===== src/rtl/irqEvtPkg.sv =====
package irqEvtPkg;
  localparam int IRQ_COUNT = 8;
  localparam int IRQ_IDX_W = $clog2(IRQ_COUNT);
  localparam int PIN_COUNT = 4;
  localparam int TIMER_IRQ = 0;
  localparam int GROUP_IRQ = 5;

  typedef logic [IRQ_COUNT-1:0] irqVec_t;

  // Strobes from control to datapath, one cycle each
  typedef struct packed {
    logic                 tmrEvt;
    logic                 grpEvt;
    logic [PIN_COUNT-1:0] pinEvt;
  } evtStrobe_t;

  // Map a single pin to its interrupt index
  function automatic logic [IRQ_IDX_W-1:0] pinIrq(input int p);
    case (p)
      0:       return IRQ_IDX_W'(3);
      1:       return IRQ_IDX_W'(4);
      2:       return IRQ_IDX_W'(6);
      default: return IRQ_IDX_W'(7);
    endcase
  endfunction
endpackage


===== src/rtl/syncChain.sv =====
module syncChain #(
  parameter int W     = 1,
  parameter int DEPTH = 2
) (
  input  logic         clk,
  input  logic         rstN,
  input  logic [W-1:0] d,
  output logic [W-1:0] q
);
  logic [W-1:0] stg [DEPTH];

  generate
    for (genvar i = 0; i < DEPTH; i++) begin : gStage
      if (i == 0) begin : gFirst
        always_ff @(posedge clk or negedge rstN) begin
          if (!rstN) stg[0] <= '0;
          else       stg[0] <= d;
        end
      end else begin : gNext
        always_ff @(posedge clk or negedge rstN) begin
          if (!rstN) stg[i] <= '0;
          else       stg[i] <= stg[i-1];
        end
      end
    end
  endgenerate

  assign q = stg[DEPTH-1];
endmodule


===== src/rtl/irqEvtCtrl.sv =====
module irqEvtCtrl
  import irqEvtPkg::*;
#(
  parameter int GRP_W      = 8,
  parameter int SYNC_DEPTH = 2
) (
  input  logic                 clk,
  input  logic                 rstN,
  input  logic [PIN_COUNT-1:0] pinIn,
  input  logic [GRP_W-1:0]     grpIn,
  input  logic                 tmrUnderflow,
  output evtStrobe_t           strobe
);
  logic [PIN_COUNT-1:0] pinSync, pinPrev;
  logic [GRP_W-1:0]     grpSync;
  logic                 armed, grpAllHigh, grpFire;

  syncChain #(.W(PIN_COUNT), .DEPTH(SYNC_DEPTH)) uPinSync (
    .clk(clk), .rstN(rstN), .d(pinIn), .q(pinSync));

  syncChain #(.W(GRP_W), .DEPTH(SYNC_DEPTH)) uGrpSync (
    .clk(clk), .rstN(rstN), .d(grpIn), .q(grpSync));

  // Previous level starts low, so no false fall right after reset
  always_ff @(posedge clk or negedge rstN) begin
    if (!rstN) pinPrev <= '0;
    else       pinPrev <= pinSync;
  end

  assign grpAllHigh = &grpSync;
  assign grpFire    = armed & ~grpAllHigh;

  // Arm on all-high, disarm on firing; starts disarmed
  always_ff @(posedge clk or negedge rstN) begin
    if (!rstN)           armed <= 1'b0;
    else if (grpAllHigh) armed <= 1'b1;
    else if (grpFire)    armed <= 1'b0;
  end

  always_comb begin
    strobe.pinEvt = pinPrev & ~pinSync;
    strobe.grpEvt = grpFire;
    strobe.tmrEvt = tmrUnderflow;
  end

  // the group only fires right after an all-high sample
  assert_fire_after_high_R3: assert property (@(posedge clk) disable iff (!rstN)
    grpFire |-> $past(grpAllHigh));

  // one exit yields one strobe; no repeat until re-armed
  assert_single_fire_R4: assert property (@(posedge clk) disable iff (!rstN)
    grpFire |=> !grpFire);

  // an all-high sample always leaves the detector armed
  assert_rearm_R5: assert property (@(posedge clk) disable iff (!rstN)
    grpAllHigh |=> armed);
endmodule


===== src/rtl/irqEvtDatapath.sv =====
module irqEvtDatapath
  import irqEvtPkg::*;
(
  input  logic                 clk,
  input  logic                 rstN,
  input  evtStrobe_t           strobe,
  input  irqVec_t              irqAck,
  input  irqVec_t              irqEnable,
  output irqVec_t              irqPending,
  output logic                 irqValid,
  output logic [IRQ_IDX_W-1:0] irqIndex
);
  irqVec_t raise, pendQ, cand;

  always_comb begin
    raise            = '0;
    raise[TIMER_IRQ] = strobe.tmrEvt;
    raise[GROUP_IRQ] = strobe.grpEvt;
    for (int p = 0; p < PIN_COUNT; p++)
      if (strobe.pinEvt[p]) raise[pinIrq(p)] = 1'b1;
  end

  // Event wins over acknowledge on the same edge
  always_ff @(posedge clk or negedge rstN) begin
    if (!rstN) pendQ <= '0;
    else       pendQ <= (pendQ & ~irqAck) | raise;
  end

  assign cand = pendQ & irqEnable;

  always_comb begin
    irqIndex = '0;
    for (int i = IRQ_COUNT - 1; i >= 0; i--)
      if (cand[i]) irqIndex = IRQ_IDX_W'(i);
  end

  assign irqValid   = |cand;
  assign irqPending = pendQ;

  // unacknowledged flags never drop
  assert_hold_R8: assert property (@(posedge clk) disable iff (!rstN)
    1'b1 |=> (($past(pendQ & ~irqAck) & ~pendQ) == '0));

  // flags only appear with an event
  assert_no_spurious_R8: assert property (@(posedge clk) disable iff (!rstN)
    1'b1 |=> ((pendQ & ~$past(pendQ) & ~$past(raise)) == '0));

  // an event always lands, acknowledged or not
  assert_set_wins_R9: assert property (@(posedge clk) disable iff (!rstN)
    1'b1 |=> (($past(raise) & ~pendQ) == '0));

  // timer pulse is visible one edge later
  assert_timer_R7: assert property (@(posedge clk) disable iff (!rstN)
    strobe.tmrEvt |=> pendQ[TIMER_IRQ]);

  // chosen index is enabled, pending and lowest
  assert_select_R10: assert property (@(posedge clk) disable iff (!rstN)
    irqValid |-> (pendQ[irqIndex] && irqEnable[irqIndex] &&
                  ((cand & ((irqVec_t'(1) << irqIndex) - irqVec_t'(1))) == '0)));
endmodule


===== src/rtl/portIrqController.sv =====
module portIrqController
  import irqEvtPkg::*;
#(
  parameter int GRP_W      = 8,
  parameter int SYNC_DEPTH = 2
) (
  input  logic                 clk,
  input  logic                 rstN,
  input  logic [PIN_COUNT-1:0] pinIn,
  input  logic [GRP_W-1:0]     grpIn,
  input  logic                 tmrUnderflow,
  input  logic [IRQ_COUNT-1:0] irqEnable,
  input  logic [IRQ_COUNT-1:0] irqAck,
  output logic [IRQ_COUNT-1:0] irqPending,
  output logic                 irqValid,
  output logic [IRQ_IDX_W-1:0] irqIndex
);
  evtStrobe_t strobe;

  irqEvtCtrl #(.GRP_W(GRP_W), .SYNC_DEPTH(SYNC_DEPTH)) uCtrl (
    .clk(clk), .rstN(rstN), .pinIn(pinIn), .grpIn(grpIn),
    .tmrUnderflow(tmrUnderflow), .strobe(strobe));

  irqEvtDatapath uDp (
    .clk(clk), .rstN(rstN), .strobe(strobe), .irqAck(irqAck),
    .irqEnable(irqEnable), .irqPending(irqPending),
    .irqValid(irqValid), .irqIndex(irqIndex));

  // nothing pending while held in reset
  assert_reset_R12: assert property (@(posedge clk)
    !rstN |-> (irqPending == '0 && !irqValid));
endmodule


===== config.mk =====
export PLATFORM = sky130hd
export DESIGN_NAME = portIrqController
export DESIGN_NICKNAME = d
export VERILOG_FILES = /design/src/rtl/irqEvtPkg.sv /design/src/rtl/syncChain.sv /design/src/rtl/irqEvtCtrl.sv /design/src/rtl/irqEvtDatapath.sv /design/src/rtl/portIrqController.sv
export SDC_FILE = /design/constraint.sdc
export NUM_CORES = 1
export LEC_CHECK = 0
export BUFFER_PORTS_ARGS = -buffer_cell sky130_fd_sc_hd__buf_2
export CAP_MARGIN = 5
export CORE_AREA = 2 2 66 68
export DETAILED_ROUTE_END_ITERATION = 10
export DIE_AREA = 0 0 68 70
export PLACE_DENSITY_LB_ADDON = 0.25
export RECOVER_POWER = 25
export SLEW_MARGIN = 40
export SYNTH_ARGS = -nofsm -noshare
export SYNTH_HDL_FRONTEND = slang
export SYNTH_SLANG_ARGS = --single-unit

===== constraint.sdc =====
create_clock -name clk -period 1.8 [get_ports clk]
set_input_delay 0.54 -clock clk [delete_from_list [all_inputs] [get_ports clk]]
set_output_delay 0.54 -clock clk [all_outputs]
set_load 0.03 [all_outputs]

==> results of run 1 <==
[path summary, 6_finish.rpt]
kind                                       start                  end  depth (start not counted)
setup / recovery               uDp.irqPending[7]          irqIndex[1]                          4
hold / removal                              rstN     uCtrl.pinPrev[1]                          2
setup reg to reg               uDp.irqPending[0]    uDp.irqPending[0]                          2
hold reg to reg            uCtrl.uPinSync.stg[6]  uCtrl.uPinSync.q[2]                          0
max in group asynchronous                   rstN    uDp.irqPending[0]                          2
min in group clk           uCtrl.uPinSync.stg[6]  uCtrl.uPinSync.q[2]                          0
[metrics by stage]
step                      hold slack, ns  instances  power [uW]  util (%)
after global routing               0.323        187        1690      39.1
after detailed placement           0.335        175        1080      35.6
after floorplan                    0.244         78         988         -
final                              0.286        187        1600      39.1
after global placement             0.335        175        1070      35.6
after CTS                          0.300        186        1630      38.7
[cell usage in the layout, fill, tap and decap left out, types with 2 or more instances in the layout]
cell type   n
inv_1      10
a22oi_2     2
buf_6       2
nand4_1     3
dfrtp_1    36
buf_2      38
a32oi_1     2
a221oi_2    2
clkbuf_8    5
nor2b_1     2
clkbuf_1    3
buf_4       9
o22ai_1     4
nand2_1     6
[worst max-delay path: cells and delay by family, from the launching register on]
family          cells  cell delay [ns]
compound gates      3             0.57
flops               1             0.40
buf+inv             1             0.17
[logic make-up (layout without fill, tap and decap cells)]
logic type	count (synthesis)	in the layout	share of synthesized area [%]
flops	37	37	79.1
simple gates	16	16	6.73
compound gates	15	15	11.0
buf+inv	10	67	3.21
[routing by layer]
| layer | part of all wire [%] | vias to the layer above | GRT usage [%] |
|---|---|---|---|
| met5 | 0 | - | 0 |
| met4 | 1.2 | 0 | 4.00 |
| met3 | 12 | 5 | 4.99 |
| met2 | 47 | 42 | 14.2 |
| met1 | 40 | 366 | 10.5 |
| li1 | - | 374 | - |
[flip-flops by register name (all words and copies together), names as in the netlist]
signal / flops
uCtrl.armed: 1
uCtrl.pinPrev: 4
uCtrl.uGrpSync.q: 8
uCtrl.uGrpSync.stg: 8
uCtrl.uPinSync.q: 4
uCtrl.uPinSync.stg: 4
uDp.irqPending: 8
[power breakdown]
part           internal [uW]  switching (uW)
combinational           87.8             108
sequential               874            17.5
clock                    274             240
total                   1240             366
[cell type report]
cell class	count	share of cell area, %
multi-input cells	31	14.2
inverters	10	2.32
flip-flops and latches	37	57.2
clock buffers	8	4.94
repair buffers	49	17.3
well taps	52	4.02
[what timing repair did]
action,CTS,global route
cloned,0,0
endpoints found under the setup margin,4,4
endpoints found under the hold margin,0,0
gates resized for setup,9,1
pin swaps,5,2
setup buffers,3,1
==> flow_metrics.env, run 1 <==
export IMPL_coreArea_um2=4140
export IMPL_grt_pass1_vias=734
export IMPL_grt_max_degree=38
export IMPL_grt_antenna_before_repair=0
export IMPL_post_place_ws_ns=-0.147
export IMPL_via_per_inst=4.21
export IMPL_async_flop_share_pct=100
export IMPL_start_util_pct=28.3
export IMPL_synth_most_common_cell="dfrtp_1"
export IMPL_antenna_left=0
export IMPL_ys_flop_type="dfrtp_1"
export IMPL_syn_nets=109
export IMPL_fill_cells=403
export IMPL_final_setup_viol_count=4
export IMPL_ys_types=16
export IMPL_ys_ff_latch=37
export IMPL_worst_clock_skew_ns=0.00353
export IMPL_synth_top_area_share_pct=79.1
export IMPL_slew_headroom_pct=70.9
export IMPL_cap_violations=0
export IMPL_dieHeight_um=70
export IMPL_layout_drive_gt1_share_pct=46.7
export IMPL_violations="setup timing"
export IMPL_path_clk_slew_ns=0.06
export IMPL_start_kind="register"
export IMPL_ios=43
export IMPL_critPathRequiredTime_ns=1.26
export IMPL_cp_arrival_ns=1.40
export IMPL_synthTopCellsByArea="dfrtp_1, inv_1, a221oi_2, a22oi_2, o22ai_1"
export IMPL_rrSetupSlack_ns=0.99
export IMPL_yosys_top_cells_count="dfrtp_1, inv_1, nand2_1"
export IMPL_dpl_cell_area_um2=1480
export IMPL_ir_drop_v=0.000480
export IMPL_netlist_area_um2=1170
export IMPL_rsz0062_at_grt="true"
export IMPL_post_route_drc_count=0
export IMPL_power_density_nw_per_um2=989
export IMPL_die_area_um2=4760
export IMPL_min_period_ns=1.94
export IMPL_grt_pass1_wl_um=3170
export IMPL_clock_latency_ns=0.27
export IMPL_grt_use_total_pct=9.26
export IMPL_fin_crit_sh_pct=108
export IMPL_fin_setup_tns_ns=-0.357
export IMPL_synth_edf_count=0
export IMPL_area_growth_syn_to_layout_pct=38.4
export IMPL_syn_mean_instance_area_um2=15.0
export IMPL_grt_overflow=0
export IMPL_drtIter0Drc=11
export IMPL_multi_input_area_um2=230
export IMPL_cts_htree_levels=2
export IMPL_routed_via_count=787
export IMPL_critPathMostFrequentCell="a221oi_2"
export IMPL_yosys_warnings=0
export IMPL_max_stage_delay_ns=0.40
export IMPL_crit_chain="a22o_4, a221oi_2, a221oi_2, buf_4"
export IMPL_clockBufferDepth=2
export IMPL_design_area_um2=1620
export IMPL_root_buffer="clkbuf_8"
export IMPL_clock_sinks=37
export IMPL_routed_wl_um=2030
export IMPL_regArea_um2=927
export IMPL_yosysSeqAreaShare_pct=79.1
export IMPL_ctsHoldBuffers=0
export IMPL_min_path_type="input port to async pin"
export IMPL_tightest_slew_ns=0.437
export IMPL_fmax_mhz=514
export IMPL_wl_per_cell_um=10.9
export IMPL_drt_first_pass_iters=2
export IMPL_cts_made_buffers=5
export IMPL_path_class="register to output pin"
export IMPL_hpwl_um=1520
export IMPL_status="finished, violations left"
export IMPL_synth_cells=78
export IMPL_slowest_stage="dfrtp_1"
export IMPL_portBuffers=42
export IMPL_worst_slack_ns=-0.145
export IMPL_row_count=24
export IMPL_power_leakage_uw=0.000814
export IMPL_yosys_area_top_type="dfrtp_1"
export IMPL_path_max_fanout=2
export IMPL_place_congestion=0.613
export IMPL_tritoncts="done"
export IMPL_end_kind="output pin"
export IMPL_report_final_slew_viol_count=0
export IMPL_hold_viol_final=0
export IMPL_die_x_um=68
export IMPL_insertedDiodeCount=0
export IMPL_layout_nets=165
Power figures use the tool's default switching activity.
==> run 2, diff against run 1 <==
==> constraint.sdc (replaced) <==
create_clock -name clk -period 1.8 [get_ports clk]
set_input_delay 0.18 -clock clk [delete_from_list [all_inputs] [get_ports clk]]
set_output_delay 0.18 -clock clk [all_outputs]
set_load 0.03 [all_outputs]
==> run 2 against run 1 <==
- the run now ends clean
- global-route usage down 0.13 points
- first-iteration DRC count increased by 110%
- combinational power shrank 10%
- design area increased by 1.9%
- utilization grew 0.75 points
- maximum frequency up 21%
==> flow_metrics.env, run 2 (synthesis gave the netlist of run 1 again) <==
export IMPL_status="complete, no violations"
export IMPL_layout_common_cells="buf_2, dfrtp_1, dlygate4sd3_1"
export IMPL_rrSetupSlack_ns=1.02
export IMPL_coreArea_um2=4140
export IMPL_cts_htree_levels=2
export IMPL_cts_made_buffers=5
export IMPL_layout_commonest_cell="buf_2"
export IMPL_grt_pass1_vias=754
export IMPL_fill_cells=406
export IMPL_post_cts_resized=0
export IMPL_report_final_slew_viol_count=0
export IMPL_slowest_stage="dfrtp_1"
export IMPL_power_switching_uw=376
export IMPL_max_stage_delay_ns=0.41
export IMPL_layout_drive_gt1_share_pct=37.9
export IMPL_wl_per_cell_um=10.1
export IMPL_power_leakage_uw=0.000818
export IMPL_pwr_share_comb_pct=11.1
export IMPL_rr_endpoint="uDp.irqPending[5]"
export IMPL_clockBufferDepth=2
export IMPL_path_buf_inv=1
export IMPL_crit_cells=4
export IMPL_clock_sinks=37
export IMPL_via_per_inst=4.17
export IMPL_min_path_type="input port to register"
export IMPL_drtIter0Drc=23
export IMPL_row_count=24
export IMPL_grt_pass1_wl_um=3110
export IMPL_insertedDiodeCount=0
export IMPL_hold_viol_final=0
export IMPL_area_growth_syn_to_layout_pct=41.0
export IMPL_final_setup_viol_count=0
export IMPL_r2r_start="uCtrl.uGrpSync.q[7]"
export IMPL_place_congestion=0.676
export IMPL_rr_worst_depth=3
export IMPL_ios=43
export IMPL_fin_cells=192
export IMPL_hpwl_um=1440
export IMPL_root_buffer="clkbuf_8"
export IMPL_cts_setup_buffers=0
export IMPL_crit_chain="a22o_1, a221oi_2, a221oi_2, buf_2"
export IMPL_clock_latency_ns=0.28
export IMPL_pwr_share_clk_pct=33.0
export IMPL_start_kind="register"
export IMPL_layout_nets=170
export IMPL_critPathLaunch="uDp.irqPending[7]"
export IMPL_path_clk_slew_ns=0.07
export IMPL_tightest_slew_ns=0.440
export IMPL_min_period_ns=1.61
export IMPL_finalPower_uw=1590
export IMPL_grt_max_degree=38
export IMPL_ir_drop_v=0.000472
export IMPL_path_max_fanout=4
export IMPL_grt_overflow=0
export IMPL_dp_cells=172
export IMPL_tritoncts="done"
export IMPL_fin_crit_sh_pct=89.2
export IMPL_grt_use_total_pct=9.13
export IMPL_slew_headroom_pct=70.7
export IMPL_critPathRequiredTime_ns=1.62
export IMPL_end_kind="output pin"
export IMPL_crit_family="compound AO/OA/AOI/OAI gates"
export IMPL_p_int_uw=1220
export IMPL_worst_slack_ns=0.194
export IMPL_pwr_share_seq_pct=55.9
export IMPL_min_from="grpIn[4]"
export IMPL_endpoint="irqIndex[1]"
export IMPL_power_density_nw_per_um2=965
export IMPL_start_util_pct=28.3
export IMPL_dieHeight_um=70
export IMPL_portBuffers=42
export IMPL_routed_via_count=801
export IMPL_cp_arrival_ns=1.43
export IMPL_post_place_ws_ns=0.502
export IMPL_post_route_drc_count=0
export IMPL_cap_violations=0
export IMPL_drt_first_pass_iters=4
export IMPL_path_class="register to output pin"
export IMPL_die_x_um=68
export IMPL_routed_wl_um=1950
export IMPL_fmax_mhz=623
export IMPL_grt_antenna_before_repair=0
export IMPL_critPathMostFrequentCell="a221oi_2"
export IMPL_worst_clock_skew_ns=0.00590
export IMPL_switching_share_pct=23.6
export IMPL_die_area_um2=4760
export IMPL_fin_setup_tns_ns=0
export IMPL_rsz0062_at_grt="false"
export IMPL_antenna_left=0
run 2: cell count changes in the layout (fill, tap and decap cells not counted), sizes merged:
| cell | delta |
|---|---|
| clkbuf | -2 |
| buf | -7 |
| clkinv | +2 |
| dlygate4sd3 | +12 |
run 2: worst min-delay path by stage:
stage,cells past startpoint,endpoint,slack [ns]
finish,1,uCtrl.uGrpSync.stg[12],0.009
global route,1,uCtrl.uGrpSync.stg[12],0.0005
CTS,1,uCtrl.uPinSync.stg[6],0.00006
detailed placement,1,uCtrl.uPinSync.stg[4],0.29
global placement,1,uCtrl.uGrpSync.stg[15],0.29
floorplan,0,uCtrl.armed,-0.12
run 2: area by class of cell:
class	instances	area (um^2)	share of cell area, %
well taps	52	65.1	3.94
inverters	10	37.5	2.27
repair buffers	54	333	20.2
clock inverters	2	10.0	0.606
clock buffers	6	72.6	4.39
multi-input cells	31	208	12.6
flip-flops and latches	37	926	56.1
run 2: metrics by stage:
step	utilization (%)	hold slack, ns	instance area (um^2)
after floorplan	-	-0.116	1170
after global routing	39.9	0.000549	1650
after detailed placement	34.9	0.289	1450
after global placement	34.9	0.287	1450
final	39.9	0.00937	1650
after CTS	39.6	0.0000647	1640
run 2: what timing repair did:
| action | CTS | global route |
|---|---|---|
| setup endpoints to repair | 0 | 0 |
| endpoints found under the hold margin | 28 | 1 |
| hold buffers | 11 | 1 |
run 2: per-layer routing:
layer	up-vias	share of wire (%)	global-route usage, %
met5	-	0	0
met4	0	2.6	5.33
met3	6	14	5.31
met2	43	40	13.4
met1	363	43	10.1
li1	389	-	-
run 2: power groups by stage:
stage          Sequential [uW]  Clock (uW)  Combinational, uW
6_report                   891         526                176
5_1_grt                    895         591                197
4_1_cts                    892         557                177
3_5_place_dp               908           0                159
3_3_place_gp               906           0                156
2_1_floorplan              924           0               61.1
==> run 3, diff against run 2 <==
--- a/config.mk
+++ b/config.mk
@@ -7,12 +7,13 @@
 export LEC_CHECK = 0
 export BUFFER_PORTS_ARGS = -buffer_cell sky130_fd_sc_hd__buf_2
 export CAP_MARGIN = 5
-export CORE_AREA = 2 2 66 68
+export CORE_AREA = 2 2 69 71
 export DETAILED_ROUTE_END_ITERATION = 10
-export DIE_AREA = 0 0 68 70
+export DIE_AREA = 0 0 71 73
 export PLACE_DENSITY_LB_ADDON = 0.25
 export RECOVER_POWER = 25
 export SLEW_MARGIN = 40
 export SYNTH_ARGS = -nofsm -noshare
 export SYNTH_HDL_FRONTEND = slang
+export SYNTH_HIERARCHICAL = 1
 export SYNTH_SLANG_ARGS = --single-unit
==> run 3 against run 2 <==
- design area rose by 1.3%
- clock power rose by 16%
- global-route usage fell by 0.37 points
- first-iteration DRC count fell by 30%
- register-to-register slack got worse by 0.10 ns
- sequential cell count did not move
- power rose by 4.9%
- maximum frequency fell by 2.4%
- synthesized cell count rose by 18%
- hold slack got worse by 0.0012 ns
- synthesized area rose by 9.0%
- largest power group unchanged
==> flow_metrics.env, run 3 <==
export IMPL_grt_pass1_wl_um=3440
export IMPL_path_clk_slew_ns=0.07
export IMPL_fin_setup_tns_ns=0
export IMPL_path_max_fanout=4
export IMPL_grt_overflow=0
export IMPL_syn_nets=123
export IMPL_fin_cells=194
export IMPL_drt_first_pass_iters=2
export IMPL_synthTopCellsByArea="dfrtp_1, buf_4, a21o_1, nor2b_1, nand2_1"
export IMPL_yosys_area_top_type="dfrtp_1"
export IMPL_grt_max_degree=38
export IMPL_antenna_left=0
export IMPL_layout_nets=170
export IMPL_netlist_area_um2=1280
export IMPL_post_route_drc_count=0
export IMPL_final_setup_viol_count=0
export IMPL_dieHeight_um=73
export IMPL_ys_ff_latch=37
export IMPL_cts_htree_levels=2
export IMPL_regArea_um2=926
export IMPL_path_class="register to output pin"
export IMPL_row_count=25
export IMPL_tightest_slew_ns=0.454
export IMPL_ir_drop_v=0.000572
export IMPL_yosys_warnings=6
export IMPL_ctsHoldBuffers=12
export IMPL_critPathRequiredTime_ns=1.62
export IMPL_root_buffer="clkbuf_8"
export IMPL_start_kind="register"
export IMPL_drtIter0Drc=16
export IMPL_cts_setup_buffers=0
export IMPL_cp_arrival_ns=1.46
export IMPL_coreArea_um2=4540
export IMPL_fmax_mhz=608
export IMPL_syn_mean_instance_area_um2=13.9
export IMPL_cap_violations=0
export IMPL_wl_met2_um=829
export IMPL_layout_drive_gt1_share_pct=37.9
export IMPL_routed_wl_met3_um=207
export IMPL_area_growth_syn_to_layout_pct=31.1
export IMPL_top_layer_used="met4"
export IMPL_clock_latency_ns=0.28
export IMPL_start_util_pct=28.1
export IMPL_via_per_inst=4.08
export IMPL_min_period_ns=1.64
export IMPL_status="complete, no violations"
export IMPL_synth_cells=92
export IMPL_rsz0062_at_grt="false"
export IMPL_die_x_um=71
export IMPL_met1_length_um=822
export IMPL_report_final_slew_viol_count=0
export IMPL_hold_viol_final=0
export IMPL_synth_edf_count=0
export IMPL_yosysSeqAreaShare_pct=72.5
export IMPL_fill_cells=441
export IMPL_dp_cells=174
export IMPL_synth_most_common_cell="dfrtp_1"
export IMPL_die_area_um2=5180
export IMPL_slew_headroom_pct=69.7
export IMPL_routed_via_count=791
export IMPL_ys_types=19
export IMPL_grt_pass1_vias=813
export IMPL_routed_wl_um=1900
export IMPL_multi_input_area_um2=223
export IMPL_cts_made_buffers=5
export IMPL_ys_flop_type="dfrtp_1"
export IMPL_grt_use_total_pct=8.76
export IMPL_insertedDiodeCount=0
export IMPL_post_cts_resized=0
export IMPL_tritoncts="done"
export IMPL_power_leakage_uw=0.000861
export IMPL_portBuffers=42
export IMPL_async_flop_share_pct=100
export IMPL_layout_common_cells="buf_2, dfrtp_1, dlygate4sd3_1"
export IMPL_power_density_nw_per_um2=999
export IMPL_end_kind="output pin"
export IMPL_place_congestion=0.778
export IMPL_layout_commonest_cell="buf_2"
export IMPL_clockBufferDepth=2
export IMPL_clock_sinks=37
export IMPL_rrSetupSlack_ns=0.92
export IMPL_grt_antenna_before_repair=0
export IMPL_min_path_type="input port to register"
export IMPL_hpwl_um=1350
export IMPL_ios=43
export IMPL_yosys_top_cells_count="dfrtp_1, buf_4, nand2_1"
export IMPL_wl_per_cell_um=9.77
export IMPL_fin_crit_sh_pct=91.4
export IMPL_worst_clock_skew_ns=0.00246
export IMPL_synth_top_area_share_pct=72.5
## run 3: logic make-up after synthesis
group                  Yosys count  share of synthesized area [%]
buffers and inverters           20                           10.0
DFF                             37                           72.5
and+or+nand+nor                 21                           9.41
AOI/OAI and AO/OA               14                           8.04
## run 3: routing by layer
metal	track usage, %	up-vias
li1	-	379
met1	9.93	362
met2	14.0	44
met3	4.42	6
met4	3.77	0
met5	0	-
## run 3: metrics by stage
step	power [uW]	area [um^2]	setup slack (ns)	hold WS (ns)	utilization (%)
2_1_floorplan	1000	1280	0.134	-0.116	-
3_3_place_gp	1050	1450	0.485	0.288	31.9
3_5_place_dp	1060	1450	0.460	0.289	31.9
4_1_cts	1700	1670	0.138	0.00327	36.8
5_1_grt	1760	1670	0.0909	0.00464	36.9
6_report	1670	1670	0.155	0.00817	36.9
## run 3: final cells by class
cell class,instances,area share (%)
clock buffer,7,5.76
clock inverter,1,0.299
inverter,6,1.35
multi-input combinational,35,13.3
sequential,37,55.3
tap,54,4.04
timing repair buffer,54,19.9
## run 3: power breakdown
group	total (uW)	switching, uW	leakage [uW]	internal [uW]
clock network	610	264	0.0000542	346
logic	172	94.4	0.000365	77.2
registers	889	16.6	0.000442	873
total	1670	375	0.000861	1300
## run 3: critical path, cell delays in order, from the launching register on
cell and delay, ns:
dfrtp_1 0.41, a22o_1 0.25, and3b_2 0.26, nand4_1 0.09, buf_2 0.18
## run 3: path summary, 6_finish.rpt
check                                    endpoint                   start  cells after the start
setup reg to reg                uDp/irqPending[5]     uCtrl/uGrpSync/q[7]                      3
setup / recovery                         irqValid       uDp/irqPending[7]                      4
hold reg to reg               uCtrl/uGrpSync/q[6]  uCtrl/uGrpSync/stg[14]                      0
min in group asynchronous        uCtrl/pinPrev[3]                    rstN                      2
hold / removal             uCtrl/uGrpSync/stg[15]                grpIn[7]                      1
max in group asynchronous       uDp/irqPending[3]                    rstN                      2
